### src/rtl/ext_irq_pkg.sv
// Shared definitions for the external interrupt controller.
package ext_irq_pkg;
    // Target of a configuration write.
    typedef enum logic [1:0] {
        CFG_PRIO   = 2'd0,
        CFG_ENABLE = 2'd1,
        CFG_THRESH = 2'd2,
        CFG_TRIG   = 2'd3
    } cfg_sel_e;
endpackage

### src/rtl/irq_gateway.sv
// Per-source gateway. Turns a level or a rising edge into one pending
// request. It holds off further requests while the source is in service.
// Assumes: claim_i is only raised while pending, and done_i only matters
// while busy. QUEUE_EDGES picks between counting and dropping the edges
// that arrive while pending or busy.
module irq_gateway #(
    parameter int CNT_W       = 2,
    parameter bit QUEUE_EDGES = 1'b1
) (
    input  logic clk,
    input  logic rst_n,
    input  logic src_i,
    input  logic edge_mode_i,
    input  logic claim_i,
    input  logic done_i,
    output logic pend_o,
    output logic busy_o
);
    localparam logic [CNT_W-1:0] CNT_MAX = '1;

    logic             src_q;
    logic             rise;
    logic [CNT_W-1:0] cnt_q;
    logic [CNT_W-1:0] cnt_next;
    logic             inc;
    logic             complete;

    assign rise     = src_i & ~src_q;
    assign complete = done_i & busy_o;
    assign inc      = QUEUE_EDGES && edge_mode_i && rise && (pend_o || busy_o) && (cnt_q != CNT_MAX);
    assign cnt_next = cnt_q + CNT_W'(inc);

    // Keep last input value for edge detection.
    always_ff @(posedge clk) begin
        if (!rst_n) src_q <= 1'b0;
        else        src_q <= src_i;
    end

    // Pending / in-service state machine with edge counter.
    always_ff @(posedge clk) begin
        if (!rst_n) begin
            pend_o <= 1'b0;
            busy_o <= 1'b0;
            cnt_q  <= '0;
        end else begin
            cnt_q <= edge_mode_i ? cnt_next : '0;
            if (claim_i && pend_o) begin
                pend_o <= 1'b0;
                busy_o <= 1'b1;
            end else if (complete) begin
                busy_o <= 1'b0;
                if (edge_mode_i && cnt_next != '0) begin
                    pend_o <= 1'b1;
                    cnt_q  <= cnt_next - 1'b1;
                end
            end else if (!busy_o && !pend_o) begin
                pend_o <= edge_mode_i ? rise : src_i;
            end
        end
    end


    no_repend_in_service_chk: assert property (@(posedge clk) disable iff (!rst_n)
        busy_o && !done_i |=> !pend_o);

    claim_takes_pend_chk: assert property (@(posedge clk) disable iff (!rst_n)
        claim_i && pend_o |=> !pend_o && busy_o);
    generate
        if (QUEUE_EDGES) begin : g_queue_chk

            queued_edge_repend_chk: assert property (@(posedge clk) disable iff (!rst_n)
                done_i && busy_o && edge_mode_i && cnt_q != '0 |=> pend_o);
        end else begin : g_drop_chk

            dropped_edge_chk: assert property (@(posedge clk) disable iff (!rst_n)
                done_i && busy_o && edge_mode_i && !rise |=> !pend_o);
        end
    endgenerate
endmodule

### src/rtl/irq_ctx_select.sv
// Per-context selector. It finds the enabled pending source with the
// highest priority, where the lowest ID wins a tie. It returns that ID
// only if its priority is above the context threshold, else 0.
// Purely combinational. The clock is used by the checks only.
module irq_ctx_select #(
    parameter int NSRC   = 6,
    parameter int PRIO_W = 3,
    parameter int ID_W   = 3
) (
    input  logic              clk,
    input  logic              rst_n,
    input  logic [NSRC:1]     pend_i,
    input  logic [NSRC:1]     en_i,
    input  logic [PRIO_W-1:0] prio_i [NSRC:1],
    input  logic [PRIO_W-1:0] thr_i,
    output logic [ID_W-1:0]   grant_o
);
    logic [PRIO_W-1:0] best_p;
    logic [ID_W-1:0]   best_id;

    // Scan upward; strict compare keeps the lowest ID on ties.
    always_comb begin
        best_p  = '0;
        best_id = '0;
        for (int s = 1; s <= NSRC; s++) begin
            if (pend_i[s] && en_i[s] && prio_i[s] > best_p) begin
                best_p  = prio_i[s];
                best_id = ID_W'(s);
            end
        end
        grant_o = (best_p > thr_i) ? best_id : '0;
    end


    grant_clears_thr_chk: assert property (@(posedge clk) disable iff (!rst_n)
        grant_o != '0 |-> prio_i[grant_o] > thr_i && prio_i[grant_o] != '0);

    grant_enabled_chk: assert property (@(posedge clk) disable iff (!rst_n)
        grant_o != '0 |-> en_i[grant_o] && pend_i[grant_o]);
endmodule

### src/rtl/ext_irq_hub.sv
// Top of the interrupt controller. It holds the configuration registers,
// one gateway per source and one selector per context, and it runs the
// claim and completion port. Assumes one claim or completion per cycle.
module ext_irq_hub
    import ext_irq_pkg::*;
#(
    parameter int NSRC        = 6,
    parameter int NCTX        = 2,
    parameter int PRIO_W      = 3,
    parameter int CNT_W       = 2,
    parameter bit QUEUE_EDGES = 1'b1,
    parameter int ID_W        = $clog2(NSRC + 1),
    parameter int CTX_W       = (NCTX > 1) ? $clog2(NCTX) : 1,
    parameter int IDX_W       = (ID_W > CTX_W) ? ID_W : CTX_W
) (
    input  logic             clk,
    input  logic             rst_n,
    input  logic [NSRC:1]    src_i,
    input  logic             cfg_we,
    input  logic [1:0]       cfg_sel,
    input  logic [IDX_W-1:0] cfg_idx,
    input  logic [NSRC:0]    cfg_wdata,
    input  logic             claim_i,
    input  logic [CTX_W-1:0] claim_ctx_i,
    output logic [ID_W-1:0]  claim_id_o,
    input  logic             done_i,
    input  logic [CTX_W-1:0] done_ctx_i,
    input  logic [ID_W-1:0]  done_id_i,
    output logic [NCTX-1:0]  irq_o
);
    logic [PRIO_W-1:0] prio_q [NSRC:1];
    logic [NSRC:1]     en_q   [NCTX];
    logic [PRIO_W-1:0] thr_q  [NCTX];
    logic [NSRC:1]     trig_q;
    logic [ID_W-1:0]   grant  [NCTX];
    logic [NSRC:1]     pend_v;
    logic [NSRC:1]     busy_v;
    logic [NSRC:1]     claim_v;
    logic [NSRC:1]     done_v;
    logic              claim_ok;
    logic              done_ok;

    assign claim_ok = int'(claim_ctx_i) < NCTX;
    assign done_ok  = int'(done_ctx_i) < NCTX;

    // Configuration register writes.
    always_ff @(posedge clk) begin
        if (!rst_n) begin
            for (int s = 1; s <= NSRC; s++) prio_q[s] <= '0;
            for (int c = 0; c < NCTX; c++) begin
                en_q[c]  <= '0;
                thr_q[c] <= '0;
            end
            trig_q <= '0;
        end else if (cfg_we) begin
            unique case (cfg_sel_e'(cfg_sel))
                CFG_PRIO:
                    for (int s = 1; s <= NSRC; s++)
                        if (int'(cfg_idx) == s) prio_q[s] <= cfg_wdata[PRIO_W-1:0];
                CFG_ENABLE:
                    for (int c = 0; c < NCTX; c++)
                        if (int'(cfg_idx) == c) en_q[c] <= cfg_wdata[NSRC:1];
                CFG_THRESH:
                    for (int c = 0; c < NCTX; c++)
                        if (int'(cfg_idx) == c) thr_q[c] <= cfg_wdata[PRIO_W-1:0];
                CFG_TRIG:
                    trig_q <= cfg_wdata[NSRC:1];
            endcase
        end
    end

    // Decode claim and completion strobes onto individual sources.
    always_comb begin
        for (int s = 1; s <= NSRC; s++) begin
            claim_v[s] = claim_i && claim_ok && (int'(grant[claim_ctx_i]) == s);
            done_v[s]  = done_i && done_ok && (int'(done_id_i) == s) && en_q[done_ctx_i][s];
        end
    end

    // Register the claim result until the next claim.
    always_ff @(posedge clk) begin
        if (!rst_n)       claim_id_o <= '0;
        else if (claim_i) claim_id_o <= claim_ok ? grant[claim_ctx_i] : '0;
    end

    generate
        for (genvar s = 1; s <= NSRC; s++) begin : g_src
            irq_gateway #(.CNT_W(CNT_W), .QUEUE_EDGES(QUEUE_EDGES)) i_gw (
                .clk(clk), .rst_n(rst_n), .src_i(src_i[s]), .edge_mode_i(trig_q[s]),
                .claim_i(claim_v[s]), .done_i(done_v[s]),
                .pend_o(pend_v[s]), .busy_o(busy_v[s]));
        end
        for (genvar c = 0; c < NCTX; c++) begin : g_ctx
            irq_ctx_select #(.NSRC(NSRC), .PRIO_W(PRIO_W), .ID_W(ID_W)) i_sel (
                .clk(clk), .rst_n(rst_n), .pend_i(pend_v), .en_i(en_q[c]),
                .prio_i(prio_q), .thr_i(thr_q[c]), .grant_o(grant[c]));
            assign irq_o[c] = grant[c] != '0;
        end
    endgenerate


    empty_claim_zero_chk: assert property (@(posedge clk) disable iff (!rst_n)
        claim_i && claim_ok && !irq_o[claim_ctx_i] |=> claim_id_o == '0);

    pend_busy_excl_chk: assert property (@(posedge clk) disable iff (!rst_n)
        (pend_v & busy_v) == '0);
endmodule

### config.mk
export PLATFORM = sky130hd
export DESIGN_NAME = ext_irq_hub
export DESIGN_NICKNAME = d
export VERILOG_FILES = /design/src/rtl/ext_irq_pkg.sv /design/src/rtl/irq_gateway.sv /design/src/rtl/irq_ctx_select.sv /design/src/rtl/ext_irq_hub.sv
export SDC_FILE = /design/constraint.sdc
export NUM_CORES = 1
export LEC_CHECK = 0
export BUFFER_PORTS_ARGS = -buffer_cell sky130_fd_sc_hd__clkbuf_2
export CORE_MARGIN = 1.5
export CORE_UTILIZATION = 49
export DETAILED_ROUTE_END_ITERATION = 8
export PLACE_DENSITY = 0.66
export SKIP_CTS_REPAIR_TIMING = 1
export SLEW_MARGIN = 20
export SYNTH_ARGS = -nofsm -noshare
export SYNTH_HDL_FRONTEND = slang
export SYNTH_SLANG_ARGS = --single-unit
export TNS_END_PERCENT = 100
### constraint.sdc
create_clock -name clk -period 11.8 [get_ports clk]
set_clock_uncertainty 0.15 [all_clocks]
set_input_delay 1.18 -clock clk [delete_from_list [all_inputs] [get_ports clk]]
set_output_delay 1.18 -clock clk [all_outputs]
set_load 0.1 [all_outputs]
==> results.toml, run 1 <==
[layout]
filler_cell_count = 920
layout_commonest_cell = "nor2_1"
num-nets-final = 682
layout.cells.most_common_list = "nor2_1, dfxtp_1, nand2_1"
diodes = 0
drive_gt1_frac = 0.139
syn2layout_area_growth_pct = 10.5
postLayoutCoreUtil = 0.565

[routing]
post_drt_via_cell_ratio = 6.06
antenna_violating_nets_post_route = 0
average_wire_per_cell_in_the_routed_design_um = 17.8
wirelength_um = 13400
drt_pre_antenna_iters = 5
vias = 4552
first_iter_violations = 387
detail_route.drc_violations = 0

[setup_path]
r2r.worst_path.cells = 41
cpMostUsedCell = "ha_1"
slowest_stage_delay_on_critical_path_ns = 0.51
reg2reg_setup_slack_ns = 1.05
startpoint_type = "register"
criticalPathCategory = "reg -> out"
critical_path_peak_fanout = 11
critical_path.startpoint = "g_src[1].i_gw.pend_o"
endpoint_kind = "output pin"
worstReg2RegEnd = "g_src[1].i_gw.cnt_q[1]"
timing.critical_path.required_ns = 10.47
critPathCapture = "irq_o[1]"
crit_path_dat_ns = 9.71
crit-reg2reg-launch = "g_src[1].i_gw.pend_o"
critical_path.slowest_cell = "clkbuf_2"

[sta]
fmax_ghz = 0.0906
timing.final.max_slew_violations = 0
setup_total_negative_slack_ns = 0
timing_hold_violations_final = 0
final.min_clock_period_ns = 11.04
timing.final.crit_share = 0.936
fin_ws_ns = 0.759
relSlewSlack = 0.392
rsz0062_at_grt = "no"
setup-violations-final = 0
worst_slew_pin_tran_ns = 0.902

[clock_network]
cts.reportedPaths.clkPinSlew_ns = 0.09
clockBufferDepth = 2
cts.htree.levels = 3
numCtsBuffers = 9
cts.root.buffer_cell = "clkbuf_8"
clock_latency_ns = 0.36
tritoncts = "done"
clkSinkCount = 75

[synthesis]
synth-seq-area-share = 0.332
postSynthRegisterBits = 75
async_flop_share = 0
synthesis.instances = 582
post_synth_num_cell_types = 78
yosys_most_used_dff = "dfxtp_1"
postSynthAreaPerCell_um2 = 8.70
syn_area_mm2 = 0.00506
yosysWarningCount = 0
number_of_enable_flip_flop_cells_after_synthesis = 18
synthesis.nets = 651

[grt]
grtUsageMet1 = 0.342
grt_start_max_net_pins = 38
grt_first_pass_wirelength_um = 22200
gr-max-usage-layer = "met2"
grt_usage = 0.255
grtUsageMet2 = 0.398
first_global_vias = 4298
groute.layer.met3.usage = 0.0493
antenna_found_initial = 0
grt-ovfl-total = 0

[placed_design]
gp_congestion = 0.902
pre_cts_slack_ns = 1.04
port-buffer-count = 32
hpwl_after_detailed_placement_um = 10200

[die]
initial_standard_cell_utilization_of_the_core = 0.511
die_h_um = 105
die-area_mm2 = 0.0110
fp.coreArea_mm2 = 0.00991
top_level_ports = 33
chipWidth_um = 105
num_rows = 36

[pwr]
peakVddDrop_mv = 0.0694
power_frac_comb = 0.086
total_switching_power_mw = 0.146
share_seq_of_total_power = 0.500
cellInternalPower_mw = 0.410
pwr_density_cell_mw_per_mm2 = 99.4
swShare = 0.263
cellLeakagePower_nw = 2.34
clk_network_pwr_share = 0.414

[worst_hold_path]
min-delay-path-class = "reg -> reg"

[flow_run]
max_cap_viol_count = 0

[run_status]
result_of_the_run = "completed"
[registers in the layout (all words and copies together), names as in the netlist]
signal / count
thr_q: 6
en_q: 12
g_src.i_gw.busy_o: 6
claim_id_o: 3
g_src.i_gw.src_q: 6
trig_q: 6
g_src.i_gw.cnt_q: 12
g_src.i_gw.pend_o: 6
prio_q: 18
[layer usage]
metal / up-vias / share of wire
li1: 2207 / -
met1: 2148 / 0.46
met3: 34 / 0.062
met2: 163 / 0.45
met4: 0 / 0.031
met5: - / 0
[power by group through the flow]
stage               Combinational (mW)  Clock [mW]  Sequential [mW]
floorplan                       0.0289           0            0.283
finish                          0.0481       0.230            0.278
global route                    0.0530       0.245            0.279
global placement                0.0464           0            0.283
CTS                             0.0477       0.234            0.278
detailed placement              0.0474           0            0.284
[layout make-up]
type / instances / area, um2 / area share
sequential: 75 / 1680 / 0.301
clock buffer: 9 / 124 / 0.0221
clock inverter: 7 / 105 / 0.0188
multi-input combinational: 447 / 3160 / 0.565
tap: 133 / 166 / 0.0297
timing repair buffer: 37 / 198 / 0.0353
inverter: 43 / 161 / 0.0288
[stage by stage]
stage	instances	power [mW]	hold slack (ns)	area, um2
detailed placement	735	0.331	0.317	5360
CTS	751	0.560	0.341	5590
floorplan	582	0.312	0.304	5060
global placement	735	0.330	0.316	5360
finish	751	0.556	0.342	5600
global route	751	0.577	0.370	5600
[worst min-delay path by stage]
stage | slack, ns | start | cells after the start | end
after floorplan | 0.30 | g_src[6].i_gw.busy_o | 2 | g_src[6].i_gw.busy_o
after global placement | 0.32 | claim_id_o[2] | 1 | claim_id_o[2]
after detailed placement | 0.32 | claim_id_o[2] | 1 | claim_id_o[2]
after CTS | 0.34 | g_src[6].i_gw.busy_o | 2 | g_src[6].i_gw.busy_o
after global routing | 0.37 | claim_id_o[2] | 1 | claim_id_o[2]
final | 0.34 | claim_id_o[2] | 1 | claim_id_o[2]
[Yosys cell counts (all sizes together), types with 3 or more instances]
master | number | share of area
o311ai | 4 | 0.010
clkbuf | 15 | 0.011
nor2b | 9 | 0.013
a21o | 7 | 0.010
o21a | 4 | 0.0059
nor2 | 70 | 0.053
nand2 | 45 | 0.033
a21oi | 22 | 0.022
and2 | 9 | 0.012
a21boi | 3 | 0.0044
nor4 | 4 | 0.0062
o211ai | 3 | 0.0054
or3 | 3 | 0.0037
a211o | 4 | 0.0069
and3 | 16 | 0.020
nor3b | 5 | 0.0074
a2111oi | 4 | 0.0069
inv | 42 | 0.031
edfxtp | 18 | 0.11
nor3 | 13 | 0.013
a211oi | 9 | 0.013
nand4 | 5 | 0.0062
a22oi | 3 | 0.0044
ha | 41 | 0.10
dfxtp | 57 | 0.23
mux2i | 33 | 0.065
xnor2 | 7 | 0.012
o21ai | 28 | 0.028
o311a | 5 | 0.012
a311oi | 3 | 0.0052
mux2 | 15 | 0.034
nand2b | 3 | 0.0037
a31oi | 7 | 0.0086
nand3 | 27 | 0.027
[cell families after synthesis]
kind of cell               share of synthesized area
AOI/OAI and AO/OA                              0.190
xor gates and xnor gates                      0.0121
adders and majority gates                      0.103
buffers and inverters                         0.0447
DFF                                            0.332
muxes                                         0.0993
and+or+nand+nor                                0.219
[critical path, delay by kind of cell, from the launching register on]
kind / cells / cell delay, ns
adders and majority gates: 7 / 2.25
muxes: 3 / 1.05
DFF: 1 / 0.50
and+or+nand+nor: 10 / 1.41
AOI/OAI and AO/OA: 14 / 3.27
buffers and inverters: 3 / 0.86
No activity file was read; power rests on OpenSTA's default activity.
==> inputs of run 2 (changes only) <==
--- a/config.mk
+++ b/config.mk
@@ -6,10 +6,13 @@
 export NUM_CORES = 1
 export LEC_CHECK = 0
 export BUFFER_PORTS_ARGS = -buffer_cell sky130_fd_sc_hd__clkbuf_2
+export CELL_PAD_IN_SITES_DETAIL_PLACEMENT = 0
+export CELL_PAD_IN_SITES_GLOBAL_PLACEMENT = 1
 export CORE_MARGIN = 1.5
-export CORE_UTILIZATION = 49
+export CORE_UTILIZATION = 47
 export DETAILED_ROUTE_END_ITERATION = 8
-export PLACE_DENSITY = 0.66
+export PLACE_DENSITY = 0.79
+export REMOVE_ABC_BUFFERS = 1
 export SKIP_CTS_REPAIR_TIMING = 1
 export SLEW_MARGIN = 20
 export SYNTH_ARGS = -nofsm -noshare
==> run 2 against run 1 <==
Hold slack better by 0.0017 ns. Sequential power hardly changed. Worst setup slack got worse by 0.084 ns. Die area grew 4.1%. Highest routed layer unchanged. Register-to-register slack got worse by 0.06 ns. Sequential cell count did not move. Utilization decreased by 3.1 points. Largest cell class unchanged. Sequential share of layout area rose by 0.33 points. Global-route usage shrank 1.4 points.
==> results.toml, run 2 (synthesis gave the netlist of run 1 again) <==
[sta]
setup-violations-final = 0
final.min_clock_period_ns = 11.13
timing.final.max_slew_violations = 0
final.hold.worst_slack_ns = 0.344
timing_hold_violations_final = 0
fin_ws_ns = 0.675
worst_slew_pin_tran_ns = 0.861
fmax_ghz = 0.0899
relSlewSlack = 0.420
setup_total_negative_slack_ns = 0
rsz0062_at_grt = "no"
timing.final.crit_share = 0.943

[grt]
antenna_found_initial = 0
grt_usage = 0.241
grt-ovfl-total = 0
grt_start_max_net_pins = 38
first_global_vias = 4261
grt_first_pass_wirelength_um = 21300

[layout]
largest_register_ffs = 18
largestRegisters = "prio_q: 18 flops, en_q: 12 flops, g_src.i_gw.cnt_q: 12 flops"
finalNonFillerCells = 753
syn2layout_area_growth_pct = 9.32
drive_gt1_frac = 0.135
num-nets-final = 681
diodes = 0
layout_commonest_cell = "nor2_1"
filler_cell_count = 1008
layout.cells.most_common_list = "nor2_1, dfxtp_1, nand2_1"
largest-register = "prio_q"

[setup_path]
worstReg2RegEnd = "g_src[1].i_gw.cnt_q[1]"
endpoint_kind = "output pin"
critical_path.slowest_cell = "a311oi_2"
r2r.worst_path.cells = 40
startpoint_type = "register"
reg2reg_setup_slack_ns = 0.99
critical_path_peak_fanout = 11
slowest_stage_delay_on_critical_path_ns = 0.63
crit-reg2reg-launch = "g_src[1].i_gw.pend_o"
timing.critical_path.required_ns = 10.47
critPathCapture = "irq_o[1]"
criticalPathCategory = "reg -> out"
critical_path.startpoint = "g_src[1].i_gw.pend_o"
cpMostUsedCell = "ha_1"
crit_path_dat_ns = 9.80

[clock_network]
tritoncts = "done"
clockBufferDepth = 2
cts.reportedPaths.clkPinSlew_ns = 0.08
cts.root.buffer_cell = "clkbuf_8"
clock_latency_ns = 0.36
cts.htree.levels = 3
numCtsBuffers = 9
clkSinkCount = 75

[worst_hold_path]
min-delay-path-class = "reg -> reg"
hold_path_startpoint = "claim_id_o[2]"

[die]
initial_standard_cell_utilization_of_the_core = 0.488
die-area_mm2 = 0.0114
die_h_um = 107
num_rows = 37
top_level_ports = 33
fp.coreArea_mm2 = 0.0104
chipWidth_um = 107

[routing]
antenna_violating_nets_post_route = 0
vias = 4472
average_wire_per_cell_in_the_routed_design_um = 17.6
detail_route.drc_violations = 0
drt_pre_antenna_iters = 6
first_iter_violations = 225
post_drt_via_cell_ratio = 5.94
wirelength_um = 13300

[placed_design]
pre_cts_slack_ns = 1.22
port-buffer-count = 32
place_inst = 737
gp_congestion = 0.876
hpwl_after_detailed_placement_um = 10200

[pwr]
swShare = 0.271
peakVddDrop_mv = 0.0787
pwr_density_cell_mw_per_mm2 = 91.1
clk_network_pwr_share = 0.355
total_switching_power_mw = 0.137
power.total_mw = 0.504
cellInternalPower_mw = 0.368
share_seq_of_total_power = 0.550
cellLeakagePower_nw = 2.31
power_frac_comb = 0.095

[flow_run]
max_cap_viol_count = 0

[run_status]
result_of_the_run = "completed"
run 2: final cells by class:
cell class | instances | area, um2 | share of cell area
repair buffers | 36 | 190 | 0.0344
multi-input cells | 447 | 3160 | 0.571
inverters | 43 | 161 | 0.0292
flip-flops and latches | 75 | 1680 | 0.304
well taps | 136 | 170 | 0.0307
clock buffers | 11 | 141 | 0.0255
clock inverters | 5 | 28.8 | 0.00520
run 2: power by group through the flow:
stage	sequential (mW)	clock [mW]	combinational [mW]
2_1_floorplan	0.283	0	0.0254
3_3_place_gp	0.283	0	0.0466
3_5_place_dp	0.284	0	0.0474
4_1_cts	0.278	0.182	0.0476
5_1_grt	0.279	0.190	0.0528
6_report	0.278	0.179	0.0477
run 2: metal layers:
metal | track usage | part of all wire
met5 | 0 | 0
met2 | 0.405 | 0.47
met4 | 0.0810 | 0.017
met1 | 0.323 | 0.47
met3 | 0.0261 | 0.045
run 2: worst max-delay path: cells and delay by family, from the launching register on:
kind	cells	cell delay, ns
flip-flops	1	0.52
AND/OR/NAND/NOR	10	1.42
adder cells (fa/ha/maj)	7	2.26
AO/OA/AOI/OAI	14	3.52
buffers and inverters	2	0.57
multiplexers	3	1.12
run 2: worst min-delay path by stage:
stage / to / slack (ns) / cells past startpoint
after floorplan: g_src[6].i_gw.busy_o / 0.30 / 2
after global placement: claim_id_o[2] / 0.31 / 1
after detailed placement: claim_id_o[2] / 0.32 / 1
after CTS: g_src[6].i_gw.busy_o / 0.34 / 2
after global routing: claim_id_o[2] / 0.37 / 1
final: claim_id_o[2] / 0.34 / 1
run 2: through the flow:
step	area (um2)	util
floorplan	5000	-
global placement	5360	0.517
detailed placement	5370	0.517
CTS	5540	0.534
global route	5540	0.534
finish	5540	0.534
